--- src/rtl/hreg_pkg.sv ---
package hreg_pkg;
  // Command word bit positions; the layout is fixed by the management software.
  localparam int CMD_RD_BIT   = 15;
  localparam int CMD_WR_BIT   = 14;
  localparam int CMD_BANK_HI  = 12;
  localparam int CMD_BANK_LO  = 11;
  localparam int CMD_TEST_BIT = 10;
  localparam int CMD_RA_HI    = 9;
  localparam int CMD_RA_LO    = 5;
  localparam int CMD_WA_HI    = 4;
  localparam int CMD_WA_LO    = 0;

  typedef enum logic [2:0] {
    UL_IDLE,
    UL_ZERO1,
    UL_TEST1,
    UL_ZERO2,
    UL_OPEN
  } ul_state_e;
endpackage

--- src/rtl/hreg_unlock.sv ---
module hreg_unlock
  import hreg_pkg::*;
#(
  parameter int DATA_W = 16
) (
  input  logic              clk,
  input  logic              rst,
  input  logic              ctrl_we,
  input  logic [DATA_W-1:0] ctrl_val,
  output logic              open_q
);
  localparam logic [DATA_W-1:0] TEST_ONLY = DATA_W'(1) << CMD_TEST_BIT;

  ul_state_e st_q, st_d;

  always_comb begin
    st_d = st_q;
    if (ctrl_we) begin
      if (ctrl_val == '0) begin
        st_d = (st_q == UL_TEST1) ? UL_ZERO2 : UL_ZERO1;
      end else if (ctrl_val == TEST_ONLY) begin
        case (st_q)
          UL_ZERO1: st_d = UL_TEST1;
          UL_ZERO2: st_d = UL_OPEN;
          UL_OPEN:  st_d = UL_OPEN;
          default:  st_d = UL_IDLE;
        endcase
      end else if (st_q == UL_OPEN && ctrl_val[CMD_TEST_BIT]) begin
        st_d = UL_OPEN;
      end else begin
        st_d = UL_IDLE;
      end
    end
  end

  always_ff @(posedge clk) begin
    if (rst) st_q <= UL_IDLE;
    else     st_q <= st_d;
  end

  assign open_q = (st_q == UL_OPEN);

  // The tracker may enter the open state only from the second zero step, on a test-only write.
  assert_open_entry_R3: assert property (@(posedge clk) disable iff (rst)
    (st_q == UL_OPEN && $past(st_q) != UL_OPEN) |->
      ($past(ctrl_we) && $past(ctrl_val) == TEST_ONLY && $past(st_q) == UL_ZERO2));
endmodule

--- src/rtl/hreg_store.sv ---
module hreg_store #(
  parameter int DATA_W      = 16,
  parameter int ADDR_W      = 5,
  parameter int BANKS       = 4,
  parameter int UNUSED_BANK = 2
) (
  input  logic                       clk,
  input  logic                       rst,
  input  logic                       we,
  input  logic [$clog2(BANKS)-1:0]   wbank,
  input  logic [ADDR_W-1:0]          waddr,
  input  logic [DATA_W-1:0]          wdata,
  input  logic [$clog2(BANKS)-1:0]   rbank,
  input  logic [ADDR_W-1:0]          raddr,
  output logic [DATA_W-1:0]          rword
);
  localparam int DEPTH = 1 << ADDR_W;

  logic [DATA_W-1:0] bank_word [BANKS];

  for (genvar b = 0; b < BANKS; b++) begin : g_bank
    if (b != UNUSED_BANK) begin : g_impl
      logic [DATA_W-1:0] mem [DEPTH];
      always_ff @(posedge clk) begin
        if (rst) begin
          for (int i = 0; i < DEPTH; i++) mem[i] <= '0;
        end else if (we && wbank == b) begin
          mem[waddr] <= wdata;
        end
      end
      assign bank_word[b] = mem[raddr];
    end else begin : g_empty
      assign bank_word[b] = '0;
    end
  end

  assign rword = bank_word[rbank];
endmodule

--- src/rtl/hreg_access.sv ---
module hreg_access
  import hreg_pkg::*;
#(
  parameter int DATA_W      = 16,
  parameter int ADDR_W      = 5,
  parameter int MADDR_W     = 5,
  parameter int BANKS       = 4,
  parameter int UNUSED_BANK = 2,
  parameter int CTRL_ADDR   = 20,
  parameter int RES_ADDR    = 21,
  parameter int STAGE_ADDR  = 23
) (
  input  logic               clk,
  input  logic               rst,
  input  logic               mgmt_we,
  input  logic [MADDR_W-1:0] mgmt_waddr,
  input  logic [DATA_W-1:0]  mgmt_wdata,
  input  logic [MADDR_W-1:0] mgmt_raddr,
  output logic [DATA_W-1:0]  mgmt_rdata
);
  localparam int BANK_W = $clog2(BANKS);
  localparam logic [MADDR_W-1:0] CTRL_A  = MADDR_W'(CTRL_ADDR);
  localparam logic [MADDR_W-1:0] RES_A   = MADDR_W'(RES_ADDR);
  localparam logic [MADDR_W-1:0] STAGE_A = MADDR_W'(STAGE_ADDR);

  logic [DATA_W-1:0] ctrl_q, result_q, stage_q, rdata_q, rword;
  logic              ctrl_we, open_q, cmd_ok, rd_fire, wr_fire;
  logic [BANK_W-1:0] cmd_bank;

  assign ctrl_we  = mgmt_we && (mgmt_waddr == CTRL_A);
  assign cmd_bank = mgmt_wdata[CMD_BANK_HI:CMD_BANK_LO];
  assign cmd_ok   = ctrl_we && open_q && mgmt_wdata[CMD_TEST_BIT]
                    && (mgmt_wdata[CMD_RD_BIT] ^ mgmt_wdata[CMD_WR_BIT]);
  assign rd_fire  = cmd_ok && mgmt_wdata[CMD_RD_BIT];
  assign wr_fire  = cmd_ok && mgmt_wdata[CMD_WR_BIT];

  hreg_unlock #(.DATA_W(DATA_W)) u_unlock (
    .clk      (clk),
    .rst      (rst),
    .ctrl_we  (ctrl_we),
    .ctrl_val (mgmt_wdata),
    .open_q   (open_q)
  );

  hreg_store #(
    .DATA_W(DATA_W), .ADDR_W(ADDR_W), .BANKS(BANKS), .UNUSED_BANK(UNUSED_BANK)
  ) u_store (
    .clk   (clk),
    .rst   (rst),
    .we    (wr_fire),
    .wbank (cmd_bank),
    .waddr (mgmt_wdata[CMD_WA_HI:CMD_WA_LO]),
    .wdata (stage_q),
    .rbank (cmd_bank),
    .raddr (mgmt_wdata[CMD_RA_HI:CMD_RA_LO]),
    .rword (rword)
  );

  always_ff @(posedge clk) begin
    if (rst) begin
      ctrl_q   <= '0;
      stage_q  <= '0;
      result_q <= '0;
    end else begin
      if (ctrl_we) ctrl_q <= mgmt_wdata;
      if (mgmt_we && mgmt_waddr == STAGE_A) stage_q <= mgmt_wdata;
      if (rd_fire) result_q <= rword;
    end
  end

  always_ff @(posedge clk) begin
    if (rst) begin
      rdata_q <= '0;
    end else begin
      case (mgmt_raddr)
        CTRL_A:  rdata_q <= ctrl_q;
        RES_A:   rdata_q <= result_q;
        STAGE_A: rdata_q <= stage_q;
        default: rdata_q <= '0;
      endcase
    end
  end

  assign mgmt_rdata = rdata_q;

  assert_close_locks_R6: assert property (@(posedge clk) disable iff (rst)
    (ctrl_we && mgmt_wdata == '0) |=> !open_q);

  assert_locked_ignored_R7: assert property (@(posedge clk) disable iff (rst)
    (ctrl_we && !open_q) |=> $stable(result_q));

  assert_both_bits_R8: assert property (@(posedge clk) disable iff (rst)
    (ctrl_we && mgmt_wdata[CMD_RD_BIT] && mgmt_wdata[CMD_WR_BIT]) |=> $stable(result_q));

  assert_bank2_zero_R9: assert property (@(posedge clk) disable iff (rst)
    (rd_fire && cmd_bank == BANK_W'(UNUSED_BANK)) |=> result_q == '0);

  assert_result_hold_R10: assert property (@(posedge clk) disable iff (rst)
    !$stable(result_q) |-> $past(rd_fire));
endmodule

--- config.mk ---
export PLATFORM = sky130hd
export DESIGN_NAME = hreg_access
export DESIGN_NICKNAME = d
export VERILOG_FILES = /design/src/rtl/hreg_pkg.sv /design/src/rtl/hreg_unlock.sv /design/src/rtl/hreg_store.sv /design/src/rtl/hreg_access.sv
export SDC_FILE = /design/constraint.sdc
export NUM_CORES = 2
export LEC_CHECK = 0
export BUFFER_PORTS_ARGS = -buffer_cell sky130_fd_sc_hd__buf_2
export CORE_MARGIN = 5
export CORE_UTILIZATION = 50
export DETAILED_ROUTE_END_ITERATION = 10
export HOLD_SLACK_MARGIN = 0.06
export PLACE_DENSITY = 0.75
export SLEW_MARGIN = 15
export SYNTH_ARGS = -nofsm -noshare
export SYNTH_HDL_FRONTEND = slang
export SYNTH_HIERARCHICAL = 1
export SYNTH_SLANG_ARGS = --single-unit
export TNS_END_PERCENT = 5
--- constraint.sdc ---
create_clock -name clk -period 2.4 [get_ports clk]
set_input_delay 0.12 -clock clk [delete_from_list [all_inputs] [get_ports clk]]
set_output_delay 0.12 -clock clk [all_outputs]
set_load 0.1 [all_outputs]
# == Word-level counts from Yosys, hierarchy flattened ==
# Memories as Yosys holds them, arrays and structs flattened.
# Index checks and enable logic that the tools add are counted.
# classes
n_eq_ne,12
bitwise_logic,2
reduce_logical,17
muxes,29
magnitude_cmp,1
# op_table
cell,count
2-to-1 mux 16 bit,5
one-hot mux 16 bit (3 select lines),1
OR reduction 16 bit,3
binary-select mux 16 bit (select 2 bit),1
== test 5 bit (second input constant),5
== test 16 x 11 -> 1 bit (second input constant),1
zero test 16 bit,1
2-to-1 mux 5 bit,3
2-to-1 mux 1 bit,14
logical AND 1 bit,11
2-to-1 mux 3 bit,3
== test 3 x 2 -> 1 bit (second input constant),2
one-hot mux 3 bit (2 select lines),1
== test 3 x 1 -> 1 bit (second input constant),1
== test 3 bit (second input constant),1
>= comparator 3 bit (second input constant),1
NOT 2 -> 3 bit,1
== test 2 x 1 -> 1 bit (second input constant),1
== test 2 bit (second input constant),1
zero test 2 bit,1
2-to-1 mux 2 bit,1
OR reduction 2 bit,1
bitwise XOR 1 bit,1
# word_totals
register_bits,67
ramBits,1536
output_inout_bits,16
memories,3
# mem_list
memory,words,word_bits,read_ports,rd_clocked_by_memory_dff,write_ports,line_no,text
u_store.g_bank[0].g_impl.mem,32,16,1,0,32,hreg_store.sv:23,logic [DATA_W-1:0] mem [DEPTH];
u_store.g_bank[1].g_impl.mem,32,16,1,0,32,hreg_store.sv:23,
u_store.g_bank[3].g_impl.mem,32,16,1,0,32,hreg_store.sv:23,

# == Depth between registers and ports, before layout ==
# logic_depth
word_depth,12
depth_mapped,13
ltp_nobuf,8

# == By module ==
# Netlist, hierarchy kept.
# by_module_without_submodules
mod,seq_area_each_um2,area_per_inst_um2,cells_per_inst,instances
hreg_store,46124.2,70622.7,4491,1
hreg_access,1281.2,2847.7,329,1
hreg_unlock,60.1,191.4,23,1

# == Least setup slack after synthesis ==
# OpenSTA, ideal clock, no wires.
# synth_timing
kind,register to register
start,reg u_unlock.st_q[2]
end,mem u_store.g_bank[0].g_impl.mem[16][0] (enable)
path_stages_with_launch,10
path_slack_ns,-0.182
n_path_buf,2
arrival_time_ns,2.248
period_less_slack_ns,2.582
cell_sequence,dfxtp_1 > nor3b_1 > nand4b_1 > nor3_1 > nand2b_1 > or3_1 > clkbuf_1 > clkbuf_1 > nor2_1 > or2_2
# synth_lines
item,line_no,text
"start, declared",hreg_unlock.sv:14,"ul_state_e st_q, st_d;"
"start signal, assigned",hreg_unlock.sv:38,else st_q <= st_d;
"end, declared",hreg_store.sv:23,

==> out/summary.txt <==
Seq/Total Area, Yosys: 64.44%
1st-pass router iterations: 6
P&R area growth vs syn: 17.40%
Synth unique cells: 64
Pwr Density: 715.7 mW/mm²
WS Path Type: reg -> reg
Hold Fails Final Rpt: 0
Core area: 0.1461 mm²
Worst endpoint required time: 2.90 ns
Pin count of the biggest net entering global routing: 102
Synth async-reset ratio: 0%
Initial Util: 50.42%
Remaining Overflow, GRT: 0
H-tree depth: 4
Outcome: finished, violations left
Fin crit share: 107.7%
Clock sinks: 1,603
Worst-path clk slew: 0.06 ns
Row count: 140
Number of global-route vias before repair: 44,460
EDFF count, synth: 1,536
DR WL/cell: 28.59 µm
Tot GR Track Use: 26.47%
Die height: 393.8 µm
DIE AREA: 0.1551 mm²
Final core occ: 59.19%
Root buf cell: clkbuf_16
Wire length on met3: 23,260 µm
Synthesis Warnings: 6
Met2 WL post-DR: 97,430 µm
Unrepaired setup endpoints after global routing: yes
Layout cell share with drive strength beyond 1: 26.55%
Setup Slack @ Placement: -0.7492 ns
Gate Count Post-Synth: 4,843
Post-Synth XOR/XNOR Area: 0%
Compound-gate portion of the synthesized area: 2.524%
Seq cells post-synth: 1,603
Initial DRC count: 5,802
Slew headroom: 36.50%
Max Cap Violations: 0
Nets: 5,232
Max frequency: 386.9 MHz
Post-Syn Nets: 4,872
Final wirelength: 207,200 µm
CTS Buffer Depth: 3
Worst Hold Class: in -> reg
Initial antenna violation count: 4
Pwr Total: 61.89 mW
Clock Latency Late Sink: 0.80 ns
TritonCTS Buffers: 161
Worst slew pin tran: 0.9286 ns
Failing checks: negative setup slack
Crit path DAT: 3.09 ns
Slew Limit Fails: 0
Post-synthesis adder-cell area fraction: 0%
Critical Path Start Type: flop
M1 wire length: 75,280 µm
Critical path peak fanout: 10
DRC Markers: 0
Number of routed nets with antenna violations: 0
Mux cell area share after synthesis: 13.75%
Final Skew: 0.01618 ns
I/O pin count: 45
Port Buffers: 44
First-pass GRT wire length: 303,600 µm
Via count: 44,410
Largest family of logic cells by synthesized area: simple AND/OR/NAND/NOR gates
Avg Vias per Cell: 6.127
Syn avg cell area: 15.21 µm²
DR top layer: met4
Primary FF master, synth: edfxtp_1
CTS tree: yes
Mapped cell area: 0.07366 mm²
Period minus WS final: 2.585 ns
Die width: 393.8 µm
Final setup fails: 599
Leak: 30.30 nW
Placer congestion estimate: 0.9509
Worst setup EP type: flop
Worst VDD drop: 0.7275 mV
Setup ws final: -0.1849 ns
Synth Area in Simple Gates: 16.30%
Detailed Place HPWL: 134,800 µm
[through the flow]
stage | setup TNS, ns | instances | instance area, µm² | hold WS, ns
3_5_place_dp | -91.51 | 6910 | 80380 | 0.4087
4_1_cts | -27.36 | 7238 | 86190 | 0.06931
3_3_place_gp | -78.17 | 6910 | 80370 | 0.3991
2_1_floorplan | -3.322 | 4843 | 73770 | 0.1891
6_report | -46.39 | 7248 | 86480 | 0.1438
5_1_grt | -80.07 | 7245 | 86470 | 0.1564
[routing by layer]
metal	vias up	global-route usage, %
met5	-	0
met4	0	12.39
met3	514	5.903
met2	2682	41.65
met1	22620	35.47
li1	18600	-
[sequential cells by signal (all words and copies together) (netlist names)]
signal	flops
u_store/g_bank.g_impl.mem	1536
mgmt_rdata	16
ctrl_q	16
result_q	16
stage_q	16
u_unlock/st_q	3
[what timing repair did]
item | in CTS | in global routing
gates resized for setup | 53 | 54
setup endpoints to repair | 956 | 1788
gates cloned | 2 | 2
buffers inserted | 8 | 3
hold endpoints to repair | 67 | 0
hold buffers | 32 | 0
pin swaps | 12 | 4
[critical path, stage by stage (launching register included)]
cell	delay, ns
dfxtp_2	0.34
nor3b_4	0.20
nand4b_1	0.12
nor3_1	0.14
buf_4	0.17
nand2b_4	0.06
or3_4	0.37
buf_12	0.17
buf_16	0.15
nor2_2	0.13
buf_6	0.15
or2_4	0.15
buf_12	0.15
[path summary, 6_finish.rpt]
| kind | from | endpoint | slack, ns | cells past startpoint |
|---|---|---|---|---|
| setup / recovery | u_unlock/st_q[2]$_SDFFE_PP0P_ | u_store/g_bank[0].g_impl.mem[25][9]$_SDFFCE_PN0P_ | -0.18 | 12 |
| hold / removal | mgmt_waddr[3] | ctrl_q[2]$_SDFFE_PP0P_ | 0.14 | 5 |
| setup reg to reg | u_unlock/st_q[2]$_SDFFE_PP0P_ | u_store/g_bank[0].g_impl.mem[25][9]$_SDFFCE_PN0P_ | -0.18 | 12 |
| hold reg to reg | ctrl_q[3]$_SDFFE_PP0P_ | ctrl_q[3]$_SDFFE_PP0P_ | 0.48 | 2 |
[cells in the final DEF (no fill, tap or decap), types with 17 or more instances in the layout]
cell type,instances
clkinv_1,39
o211ai_1,20
clkbuf_1,28
nand2_1,61
edfxtp_1,1536
o22ai_1,22
nor2_2,20
clkbuf_16,169
clkinv_2,23
mux2i_1,100
nor2_1,87
or2_2,68
buf_6,26
dfxtp_1,49
o21ai_0,44
nand3_1,90
or2_4,30
a21oi_1,68
mux4_2,384
buf_12,161
and2_1,1539
dlygate4sd3_1,30
nand4_1,22
buf_4,385
buf_2,39
o31ai_1,17
nor2_4,18
o221ai_1,20
[area by class of cell]
cell class	count	area, µm²
clock inverter	88	785.8
tap	1917	2399
timing repair buffer	651	7092
sequential	1603	47530
multi-input combinational	2785	24340
fill	10650	59610
antenna	5	12.51
inverter	1	3.754
clock buffer	198	4319
[kinds of logic after synthesis]
family | after synthesis
AND/OR/NAND/NOR | 2002
flip-flops | 1603
AO/OA/AOI/OAI | 274
multiplexers | 509
buffers and inverters | 455
[cells in the mapped netlist, types with 3 or more instances]
| cell type | count | area (µm²) |
|---|---|---|
| o311ai_1 | 4 | 35.03 |
| o21ai_1 | 4 | 20.02 |
| clkbuf_1 | 317 | 1190 |
| mux2_2 | 11 | 123.9 |
| buf_4 | 51 | 382.9 |
| nand4_1 | 22 | 137.6 |
| a2111oi_0 | 8 | 70.07 |
| o31ai_1 | 17 | 127.6 |
| a311o_1 | 6 | 60.06 |
| o21a_1 | 6 | 45.04 |
| buf_2 | 47 | 235.2 |
| o21ai_0 | 46 | 230.2 |
| a211oi_1 | 12 | 90.09 |
| a22oi_1 | 6 | 45.04 |
| a31oi_1 | 7 | 43.79 |
| a221oi_1 | 6 | 52.55 |
| a31oi_2 | 10 | 125.1 |
| a21oi_1 | 68 | 340.3 |
| buf_1 | 13 | 48.80 |
| nor3_1 | 3 | 15.01 |
| dfxtp_1 | 67 | 1341 |
| nand3_1 | 90 | 450.4 |
| mux4_2 | 383 | 8626 |
| mux4_1 | 14 | 367.9 |
| buf_6 | 19 | 214.0 |
| and3b_1 | 3 | 26.28 |
| nor2_1 | 124 | 465.5 |
| and2_1 | 1540 | 9634 |
| mux2i_1 | 101 | 1011 |
| or3_1 | 3 | 18.77 |
| nand2_1 | 61 | 229.0 |
| o22ai_1 | 22 | 137.6 |
| a211o_1 | 3 | 26.28 |
| o221ai_1 | 20 | 175.2 |
| nand2b_1 | 17 | 106.4 |
| buf_12 | 6 | 120.1 |
| edfxtp_1 | 1536 | 46120 |
| o211ai_1 | 20 | 150.1 |
| or2_2 | 98 | 613.1 |
| nor2b_1 | 15 | 93.84 |
| nand4b_1 | 3 | 26.28 |
| nor3b_1 | 4 | 30.03 |
| nand3b_1 | 3 | 22.52 |
[power breakdown]
part | internal, mW | total, mW | switching (mW) | leakage [nW]
clock network | 14.1 | 24.7 | 10.6 | 2.50
registers | 31.9 | 32.3 | 0.397 | 15.1
logic | 2.32 | 4.99 | 2.67 | 12.7
Note: power is estimated with default switching activity, not from simulation.
